===== src/rtl/mii_tx_pkg.sv =====
// Shared types and constants for the MII transmit serializer.
package mii_tx_pkg;

    typedef enum logic [1:0] {
        ST_IDLE  = 2'd0,
        ST_PRE   = 2'd1,
        ST_DATA  = 2'd2,
        ST_ABORT = 2'd3
    } tx_state_e;

    localparam logic [7:0] PRE_BYTE = 8'h55;
    localparam logic [7:0] SFD_BYTE = 8'hD5;

endpackage


===== src/rtl/mii_tx_ctrl.sv =====
// Frame sequencer: walks idle -> preamble -> data bytes -> idle (or abort),
// counts symbols within the current unit and issues the upstream ready.
// Assumes the upstream holds s_valid from the start of a frame until its
// bytes are taken; a missing byte mid-frame turns into an abort symbol.
module mii_tx_ctrl
    import mii_tx_pkg::*;
#(
    parameter int PRE_BYTES = 8,
    parameter int BYTE_W    = 8,
    parameter int NIB_W     = 4,
    localparam int PRE_SYMS_SER = PRE_BYTES * BYTE_W,
    localparam int PRE_SYMS_NIB = PRE_BYTES * (BYTE_W / NIB_W),
    localparam int CNT_W        = $clog2(PRE_SYMS_SER)
) (
    input  logic             clk,
    input  logic             rst_n,
    input  logic             serial_mode,
    input  logic             s_valid,
    input  logic             s_last,
    output logic             s_ready,
    output logic             load,
    output tx_state_e        state,
    output logic             mode_q,
    output logic [CNT_W-1:0] cnt
);

    localparam logic [CNT_W-1:0] PRE_END_SER = CNT_W'(PRE_SYMS_SER - 1);
    localparam logic [CNT_W-1:0] PRE_END_NIB = CNT_W'(PRE_SYMS_NIB - 1);
    localparam logic [CNT_W-1:0] BYTE_END_SER = CNT_W'(BYTE_W - 1);
    localparam logic [CNT_W-1:0] BYTE_END_NIB = CNT_W'(BYTE_W / NIB_W - 1);

    logic             last_q;
    logic [CNT_W-1:0] unit_end;
    logic             at_end;

    // Last symbol index of the unit being sent (preamble or one byte).
    always_comb begin
        if (state == ST_PRE) unit_end = mode_q ? PRE_END_SER : PRE_END_NIB;
        else                 unit_end = mode_q ? BYTE_END_SER : BYTE_END_NIB;
        at_end = (cnt == unit_end);
    end

    // Ready only while the final symbol of a unit that must be followed by a byte is out.
    always_comb begin
        s_ready = at_end && ((state == ST_PRE) || (state == ST_DATA && !last_q));
        load    = s_ready && s_valid;
    end

    // Sequencer state, symbol counter, sampled mode and last-byte marker.
    always_ff @(posedge clk) begin
        if (!rst_n) begin
            state  <= ST_IDLE;
            cnt    <= '0;
            mode_q <= 1'b0;
            last_q <= 1'b0;
        end else begin
            case (state)
                ST_IDLE: begin
                    mode_q <= serial_mode;
                    cnt    <= '0;
                    if (s_valid) state <= ST_PRE;
                end
                ST_PRE, ST_DATA: begin
                    if (!at_end) begin
                        cnt <= cnt + 1'b1;
                    end else if (state == ST_DATA && last_q) begin
                        state <= ST_IDLE;
                        cnt   <= '0;
                    end else if (s_valid) begin
                        state  <= ST_DATA;
                        cnt    <= '0;
                        last_q <= s_last;
                    end else begin
                        state <= ST_ABORT;
                        cnt   <= '0;
                    end
                end
                default: begin
                    state <= ST_IDLE;
                    cnt   <= '0;
                end
            endcase
        end
    end

    // ready is never offered outside a frame.
    a_r9_no_ready_idle: assert property (@(posedge clk) disable iff (!rst_n)
        (state == ST_IDLE || state == ST_ABORT) |-> !s_ready);

endmodule


===== src/rtl/mii_tx_symbol.sv =====
// Symbol generator: holds the byte in flight, shifts it out a nibble or a
// bit per clock, and forms txd/txen/txerr/txd_oe from the sequencer state.
// Assumes load is only raised on the final symbol of a unit.
module mii_tx_symbol
    import mii_tx_pkg::*;
#(
    parameter int PRE_BYTES = 8,
    parameter int BYTE_W    = 8,
    parameter int NIB_W     = 4,
    localparam int CNT_W    = $clog2(PRE_BYTES * BYTE_W)
) (
    input  logic              clk,
    input  logic              rst_n,
    input  logic              load,
    input  logic [BYTE_W-1:0] s_data,
    input  logic              s_err,
    input  tx_state_e         state,
    input  logic              mode_q,
    input  logic [CNT_W-1:0]  cnt,
    output logic [NIB_W-1:0]  txd,
    output logic [NIB_W-1:0]  txd_oe,
    output logic              txen,
    output logic              txerr
);

    localparam logic [CNT_W-1:0] SFD_IDX = CNT_W'(PRE_BYTES - 1);

    logic [BYTE_W-1:0] sr;
    logic              err_q;
    logic [CNT_W-1:0]  pre_idx;
    logic [BYTE_W-1:0] pre_byte;
    logic              pre_bit;
    logic [NIB_W-1:0]  pre_nib;

    // Byte register: load on handshake, otherwise shift toward bit 0 while sending.
    always_ff @(posedge clk) begin
        if (!rst_n) begin
            sr    <= '0;
            err_q <= 1'b0;
        end else if (load) begin
            sr    <= s_data;
            err_q <= s_err;
        end else if (state == ST_DATA) begin
            sr <= mode_q ? (sr >> 1) : (sr >> NIB_W);
        end
    end

    // Preamble symbol: choose 0x55 or the delimiter, then pick its bit or nibble.
    always_comb begin
        pre_idx  = mode_q ? (cnt >> 3) : (cnt >> 1);
        pre_byte = (pre_idx == SFD_IDX) ? SFD_BYTE : PRE_BYTE;
        pre_bit  = pre_byte[cnt[2:0]];
        pre_nib  = cnt[0] ? pre_byte[7:4] : pre_byte[3:0];
    end

    // Output symbol and line enables per sequencer state.
    always_comb begin
        txd_oe = mode_q ? NIB_W'(1) : '1;
        txd    = '0;
        txen   = 1'b0;
        txerr  = 1'b0;
        case (state)
            ST_PRE: begin
                txen = 1'b1;
                txd  = mode_q ? NIB_W'(pre_bit) : pre_nib;
            end
            ST_DATA: begin
                txen  = 1'b1;
                txd   = mode_q ? NIB_W'(sr[0]) : sr[NIB_W-1:0];
                txerr = err_q && (cnt == '0);
            end
            ST_ABORT: begin
                txen  = 1'b1;
                txerr = 1'b1;
            end
            default: ;
        endcase
    end

    // coding error only inside a frame.
    a_r8_err_under_en: assert property (@(posedge clk) disable iff (!rst_n)
        txerr |-> txen);
    // a coding error lasts a single cycle.
    a_r7_err_one_cycle: assert property (@(posedge clk) disable iff (!rst_n)
        txerr |=> !txerr);
    // data lines are zero while idle.
    a_r5_idle_zero: assert property (@(posedge clk) disable iff (!rst_n)
        !txen |-> (txd == '0));
    // serial mode drives only line 0.
    a_r4_serial_lines: assert property (@(posedge clk) disable iff (!rst_n)
        (mode_q && txen) |-> (txd_oe == NIB_W'(1) && txd[NIB_W-1:1] == '0));

endmodule


===== src/rtl/mii_tx_serializer.sv =====
// MII transmit serializer top: byte stream in, preamble + nibbles (or serial
// bits on line 0) out, timed by the PHY transmit clock. Assumes the byte
// stream is already in this clock domain and carries its own CRC.
module mii_tx_serializer
    import mii_tx_pkg::*;
#(
    parameter int PRE_BYTES = 8,
    parameter int BYTE_W    = 8,
    parameter int NIB_W     = 4,
    localparam int CNT_W    = $clog2(PRE_BYTES * BYTE_W)
) (
    input  logic              clk,
    input  logic              rst_n,
    input  logic              serial_mode,
    input  logic              s_valid,
    input  logic [BYTE_W-1:0] s_data,
    input  logic              s_last,
    input  logic              s_err,
    output logic              s_ready,
    output logic [NIB_W-1:0]  txd,
    output logic [NIB_W-1:0]  txd_oe,
    output logic              txen,
    output logic              txerr
);

    tx_state_e        state;
    logic             mode_q;
    logic [CNT_W-1:0] cnt;
    logic             load;

    mii_tx_ctrl #(.PRE_BYTES(PRE_BYTES), .BYTE_W(BYTE_W), .NIB_W(NIB_W)) ctrl_i (
        .clk(clk), .rst_n(rst_n), .serial_mode(serial_mode),
        .s_valid(s_valid), .s_last(s_last), .s_ready(s_ready),
        .load(load), .state(state), .mode_q(mode_q), .cnt(cnt)
    );

    mii_tx_symbol #(.PRE_BYTES(PRE_BYTES), .BYTE_W(BYTE_W), .NIB_W(NIB_W)) sym_i (
        .clk(clk), .rst_n(rst_n), .load(load), .s_data(s_data), .s_err(s_err),
        .state(state), .mode_q(mode_q), .cnt(cnt),
        .txd(txd), .txd_oe(txd_oe), .txen(txen), .txerr(txerr)
    );

    // ready implies the frame is on the wire.
    a_r9_ready_in_frame: assert property (@(posedge clk) disable iff (!rst_n)
        s_ready |-> txen);
    // line enables do not change within a frame.
    a_r11_oe_frozen: assert property (@(posedge clk) disable iff (!rst_n)
        (txen && $past(txen)) |-> $stable(txd_oe));

endmodule


===== config.mk =====
export PLATFORM = sky130hd
export DESIGN_NAME = mii_tx_serializer
export DESIGN_NICKNAME = d
export VERILOG_FILES = /design/src/rtl/mii_tx_pkg.sv /design/src/rtl/mii_tx_ctrl.sv /design/src/rtl/mii_tx_symbol.sv /design/src/rtl/mii_tx_serializer.sv
export SDC_FILE = /design/constraint.sdc
export NUM_CORES = 1
export LEC_CHECK = 0
export CORE_MARGIN = 1
export CORE_UTILIZATION = 46
export CTS_BUF_LIST = sky130_fd_sc_hd__clkbuf_4 sky130_fd_sc_hd__clkbuf_8
export DETAILED_ROUTE_END_ITERATION = 10
export GPL_TIMING_DRIVEN = 0
export PLACE_DENSITY = 0.75
export SLEW_MARGIN = 20
export SYNTH_ARGS = -nofsm -noshare
export SYNTH_HDL_FRONTEND = slang
export SYNTH_SLANG_ARGS = --single-unit

===== constraint.sdc =====
create_clock -name clk -period 1.8 [get_ports clk]
set_input_delay 0.27 -clock clk [delete_from_list [all_inputs] [get_ports clk]]
set_output_delay 0.27 -clock clk [all_outputs]
set_load 0.02 [all_outputs]

# Word level (Yosys, flattened, before mapping)
# Cells that the tools add are included.
[totals]
word_cells = 55
ff_bits = 19
out_inout_bits = 11
inputBits = 14
[op_classes]
magnitude_cmp = 1
n_bitwise = 3
n_reduce_logical = 15
n_mux = 22
eq_ne = 7
n_addsub = 1
[op_table]
columns = ["operator", "count"]
rows = [
  ["2-to-1 mux 8 bit", 3],
  ["2-to-1 mux 4 bit", 4],
  ["2-to-1 mux 6 bit", 2],
  ["one-hot mux 4 bit (2 select lines)", 1],
  ["2-to-1 mux 7 bit", 1],
  ["adder 6 x 1 -> 6 bit (second input constant)", 1],
  ["== test 6 x 3 -> 1 bit (second input constant)", 1],
  ["== test 6 bit", 1],
  ["zero test 6 bit", 1],
  ["2-to-1 mux 2 bit", 3],
  ["OR reduction 3 bit", 2],
  ["logical AND 1 bit", 5],
  ["2-to-1 mux 5 bit", 1],
  ["== test 2 bit (second input constant)", 2],
  ["less-than comparator 3 x 4 -> 1 bit (second input constant)", 1],
  ["one-hot mux 2 bit (2 select lines)", 1],
  ["AND reduction 4 bit", 1],
  ["binary-select mux 1 bit (select 3 bit)", 1],
  ["2-to-1 mux 1 bit", 3],
  ["2-to-1 mux 3 bit", 1],
  ["NOT 1 bit", 3],
  ["== test 2 x 1 -> 1 bit (second input constant)", 1],
  ["zero test 2 bit", 1],
  ["!= test 2 x 1 -> 1 bit (second input constant)", 1],
  ["7 further kinds", 7],
]

# Logic depth before layout (Yosys ltp)
[logic_depth]
ltp_word = 7
ltp_mapped = 9
depth_no_buf = 7

# Hierarchy
# A second synthesis with hierarchy kept.
[hier_totals]
hier_cells = 146
hier_area_um2 = 1221.2
[modules_own_cells]
columns = ["mod", "cells_each", "area_per_inst_um2", "n_inst"]
rows = [
  ["mii_tx_symbol", 81, 638.1, 1],
  ["mii_tx_ctrl", 65, 583.1, 1],
]

# Least setup slack after synthesis
# OpenSTA, ideal clock, no wires.
[synth_timing]
path_type = "flip-flop to output port"
startpoint = "reg ctrl_i.state[1]"
endpoint = "out s_ready"
arrival_time_ns = 1.678
required_ns = 1.530
slack_ns = -0.148
stages_incl_launch_ff = 8
n_path_buf = 1
cell_sequence = "dfxtp_1 inv_1 ha_1 buf_6 mux2_4 o31ai_4 nand3_2 nor2_1"
[synth_between]
elab_chain_len = 4
elab_cells_between_ends = 7
cone_classes = "eq/ne: 3; mux: 1; reduce/logical: 3"
[synth_rtl]
columns = ["element", "line_no", "rtl"]
rows = [
  ["start, declared", "mii_tx_ctrl.sv:22", "output tx_state_e state,"],
  ["start signal, assigned", "mii_tx_ctrl.sv:52", "state <= ST_IDLE;"],
  ["start signal, assigned", "mii_tx_ctrl.sv:61", "if (s_valid) state <= ST_PRE;"],
  ["start signal, assigned", "mii_tx_ctrl.sv:67", "state <= ST_IDLE;"],
  ["== test 2 x 1 -> 1 bit / == test 2 bit (equally long branches)", "mii_tx_ctrl.sv:38, mii_tx_ctrl.sv:45", ""],
  ["2-to-1 mux 6 bit / logical AND 1 bit (equally long branches)", "mii_tx_ctrl.sv:38, mii_tx_ctrl.sv:45", ""],
  ["== test 6 bit / logical OR 1 bit (equally long branches)", "mii_tx_ctrl.sv:40, mii_tx_ctrl.sv:45", ""],
  ["logical AND 1 bit (*)", "mii_tx_ctrl.sv:45", "s_ready = at_end && ((state == ST_PRE) || (state == ST_DATA && !last_q));"],
  ["end, declared", "mii_tx_serializer.sv:19", "output logic s_ready,"],
]
# Mark *: on every way between the ends. The rest lies on a longest branch, timed or not.

# Final worst setup path
[layout_timing]
startpoint = "reg ctrl_i.state[1]"
endpoint = "reg sym_i.sr[5]"
[layout_between]
elab_chain_len = 6
elab_cells_between_ends = 10
cone_classes = "eq/ne: 3; mux: 2; reduce/logical: 5"
[layout_rtl]
columns = ["element", "line_no", "rtl"]
rows = [
  ["== test 2 x 1 -> 1 bit / == test 2 bit (equally long branches)", "mii_tx_ctrl.sv:38, mii_tx_ctrl.sv:45, mii_tx_symbol.sv:43", ""],
  ["2-to-1 mux 6 bit / logical AND 1 bit (equally long branches)", "mii_tx_ctrl.sv:38, mii_tx_ctrl.sv:45", ""],
  ["== test 6 bit / logical OR 1 bit (equally long branches)", "mii_tx_ctrl.sv:40, mii_tx_ctrl.sv:45", ""],
  ["logical AND 1 bit", "mii_tx_ctrl.sv:45", ""],
  ["logical AND 1 bit", "mii_tx_ctrl.sv:46", "load = s_ready && s_valid;"],
  ["2-to-1 mux 8 bit / nonzero test 2 bit (equally long branches)", "n/a", ""],
  ["end signal, assigned", "mii_tx_symbol.sv:41", "sr <= s_data;"],
  ["end signal, assigned", "mii_tx_symbol.sv:44", "sr <= mode_q ? (sr >> 1) : (sr >> NIB_W);"],
  ["end, declared", "mii_tx_symbol.sv:28", "logic [BYTE_W-1:0] sr;"],
]
# Several ways; a longest one is shown, not always the timed one.
# A chain may end at the register's enable or synchronous reset.

==> results.ini <==
[run_status]
status = finished with violations
violations = setup timing

[final_layout]
layout.nets = 211
final_common_cell = nand2_1
diodes = 0
design_area_sq_mm = 0.00185
final_cell_mix = 22 x nand2_1, 14 x buf_4, 14 x dfxtp_1, 12 x clkdlybuf4s50_1
synthToLayoutAreaGrowth_pct = 47.7
drive_above_1_share = 0.388
final_util = 0.734
fill_cells = 204

[worst_setup_path]
r2r-start = ctrl_i.state[1]
start_kind = register
required_ps = 2040
crit_type = reg -> reg
endpoint_kind = register
arrival_ps = 2320
slowest_delay_ps = 370
r2r_slack_ps = -270
critPathTopFamily = multiplexers
cp_slowest_cell = dfxtp_2
r2r_cells = 9
r2r-end = sym_i.sr[5]
path_buf_inv = 3
crit_fanout = 5
cp_cell_sequence = inv_4 -> ha_4 -> mux2_4 -> o31ai_4 -> nand3_2 -> buf_6 -> nor3b_4 -> buf_6 -> mux2i_2
cpMostUsedCell = buf_6

[synthesis]
syn-num-nets = 174
synth.avg_cell_area_sq_um = 8.25
syn-instance-count = 152
yosysWarnings = 0
yosys_most_used_dff = dfxtp_1
synth_area_sq_mm = 0.00125
ys_ff_latch = 19
synthDistinctLibCells = 42
synth_edf_count = 0
ys_seq_area_frac = 0.303
synthArstFlopShare = 0

[global_routing]
grt_pass1_wl_mm = 5.04
antenna_found_initial = 0
gr-total-overflow = 0
grt_pass1_vias = 1079
grt_start_max_net_pins = 12
grt_use_total = 0.244

[pwr]
powerDensity_mw_per_mm2 = 1260
total_power_mw = 2.34
leakage_nw = 0.695
vdd_drop_max_v = 0.000856

[sta]
tightest_slew_ps = 509
fin_crit_ps = 2070
fin_hold_ws_ps = 408
worst_slew_margin_rel = 0.661
postLayoutSetupSlackWorst_ps = -274
skew_ps = 1.92
timing.fmax_ghz = 0.482
setup_viol = 16
fin_crit_sh = 1.15
slew_violations = 0
hold_viol = 0
rsz0062_at_grt = yes

[detailed_routing]
vias = 1221
antenna_left = 0
route.detailed.drc = 0
drtIter0Drc = 49
drt-total-wl_mm = 3.51
wire_per_inst_microns = 16.1
viasPerCell = 5.60
first_pass_iters = 4

[place]
port_buffers = 22
routabilityCongestion = 0.845
dp_hpwl_mm = 2.17
place_area_sq_mm = 0.00153

[clock_network]
clk_path_buf_depth = 2
insertion_delay_ps = 310
root_buffer = clkbuf_4
cts_tree = built
ctsHoldBuffers = 0
cts_sinks = 19
h-tree-depth = 1
cts_buffers = 3
cts.clk_slew.worst_paths_ps = 120

[floorplan]
die_w_microns = 54.2
num_io_pins = 25
die-area_sq_mm = 0.00294
rows = 18
die_y_microns = 54.2
core_area_sq_mm = 0.00252
initial_utilization = 0.497

[job]
cap_violations = 0

[min_path]
min_to = ctrl_i.cnt[2]
hp-start = rst_n
hold_depth = 3
hp-class = in -> reg

==> stage by stage <==
| stage | TNS, ps | std cells | worst slack [ps] |
|---|---|---|---|
| 2_1_floorplan | -714 | 152 | -76.6 |
| 3_3_place_gp | -5470 | 204 | -564 |
| 3_5_place_dp | -6760 | 204 | -597 |
| 4_1_cts | -2830 | 213 | -278 |
| 5_1_grt | -4230 | 218 | -343 |
| 6_report | -2870 | 218 | -274 |
==> final cells by class <==
cell class                      instances  area (sq um)  area share
Tap cell                               30          37.5      0.0203
Clock buffer                            3          22.5      0.0122
Timing Repair Buffer                   35           327       0.176
Sequential cell                        19           397       0.214
Multi-Input combinational cell        108           926       0.500
Buffer                                 11          85.1      0.0459
Clock inverter                          1          5.00     0.00270
Inverter                               11          52.6      0.0284
==> tightest hold or removal path, cell delays in order <==
cell	delay (ps)
clkbuf_1	220
nand2_4	170
nor2_2	40
==> worst max-delay path by stage <==
stage,depth (start not counted),start,endpoint,slack (ps)
2_1_floorplan,7,ctrl_i.state[1],s_ready,-80
3_3_place_gp,8,ctrl_i.state[1],s_ready,-560
3_5_place_dp,7,ctrl_i.state[0],txd[0],-600
4_1_cts,7,ctrl_i.state[1],s_ready,-280
5_1_grt,7,ctrl_i.state[1],s_ready,-340
6_report,9,ctrl_i.state[1],sym_i.sr[5],-270
==> sequential cells by signal, summed over array words and instances, names as in the netlist <==
register and count:
ctrl_i.mode_q 1, sym_i.err_q 1, ctrl_i.cnt 6, ctrl_i.state 2, sym_i.sr 8, ctrl_i.last_q 1
==> cells in the mapped netlist, drive strengths merged, types with 2 or more instances <==
cell,n,area (sq um)
nand2,24,90.1
xor2,3,26.3
nor3b,2,20.0
nor2b,2,12.5
buf,6,50.0
dfxtp,19,380
and3,2,12.5
mux2i,11,110
ha,8,100
nand4,3,18.8
mux2,3,37.5
a21oi,2,10.0
o211ai,8,60.1
o31ai,2,28.8
o21ai,5,25.0
nand3,6,35.0
inv,11,41.3
clkbuf,8,30.0
nor2,12,45.0
==> layer usage <==
metal / share of wire / GRT usage / vias up
met5: 0 / 0 / -
met4: 0.019 / 0.0812 / 0
met3: 0.068 / 0.0339 / 9
met2: 0.47 / 0.394 / 57
met1: 0.44 / 0.328 / 563
li1: - / - / 592
==> logic make-up (layout without fill, tap and decap cells) <==
kind of cell               after synthesis  count (layout)  share of synthesized area
and+or+nand+nor                         55              55                      0.208
muxes                                   14              14                      0.118
DFF                                     19              19                      0.303
AOI/OAI and AO/OA                       26              26                      0.164
other                                    1               1                    0.00299
xor gates and xnor gates                 4               4                     0.0279
adders and majority gates                8               8                     0.0798
buffers and inverters                   25              61                     0.0968
==> where the power goes <==
part / internal, mW / total [mW] / switching (mW)
logic: 0.706 / 1.52 / 0.814
clock network: 0.0832 / 0.236 / 0.152
registers: 0.507 / 0.585 / 0.0782
total: 1.30 / 2.34 / 1.04
==> what timing repair did <==
action	CTS	global route
cloned	0	1
buffers inserted	8	6
endpoints found under the setup margin	28	26
pin swaps	11	22
resized for setup	54	54
Note: power is estimated with default switching activity, not from simulation.
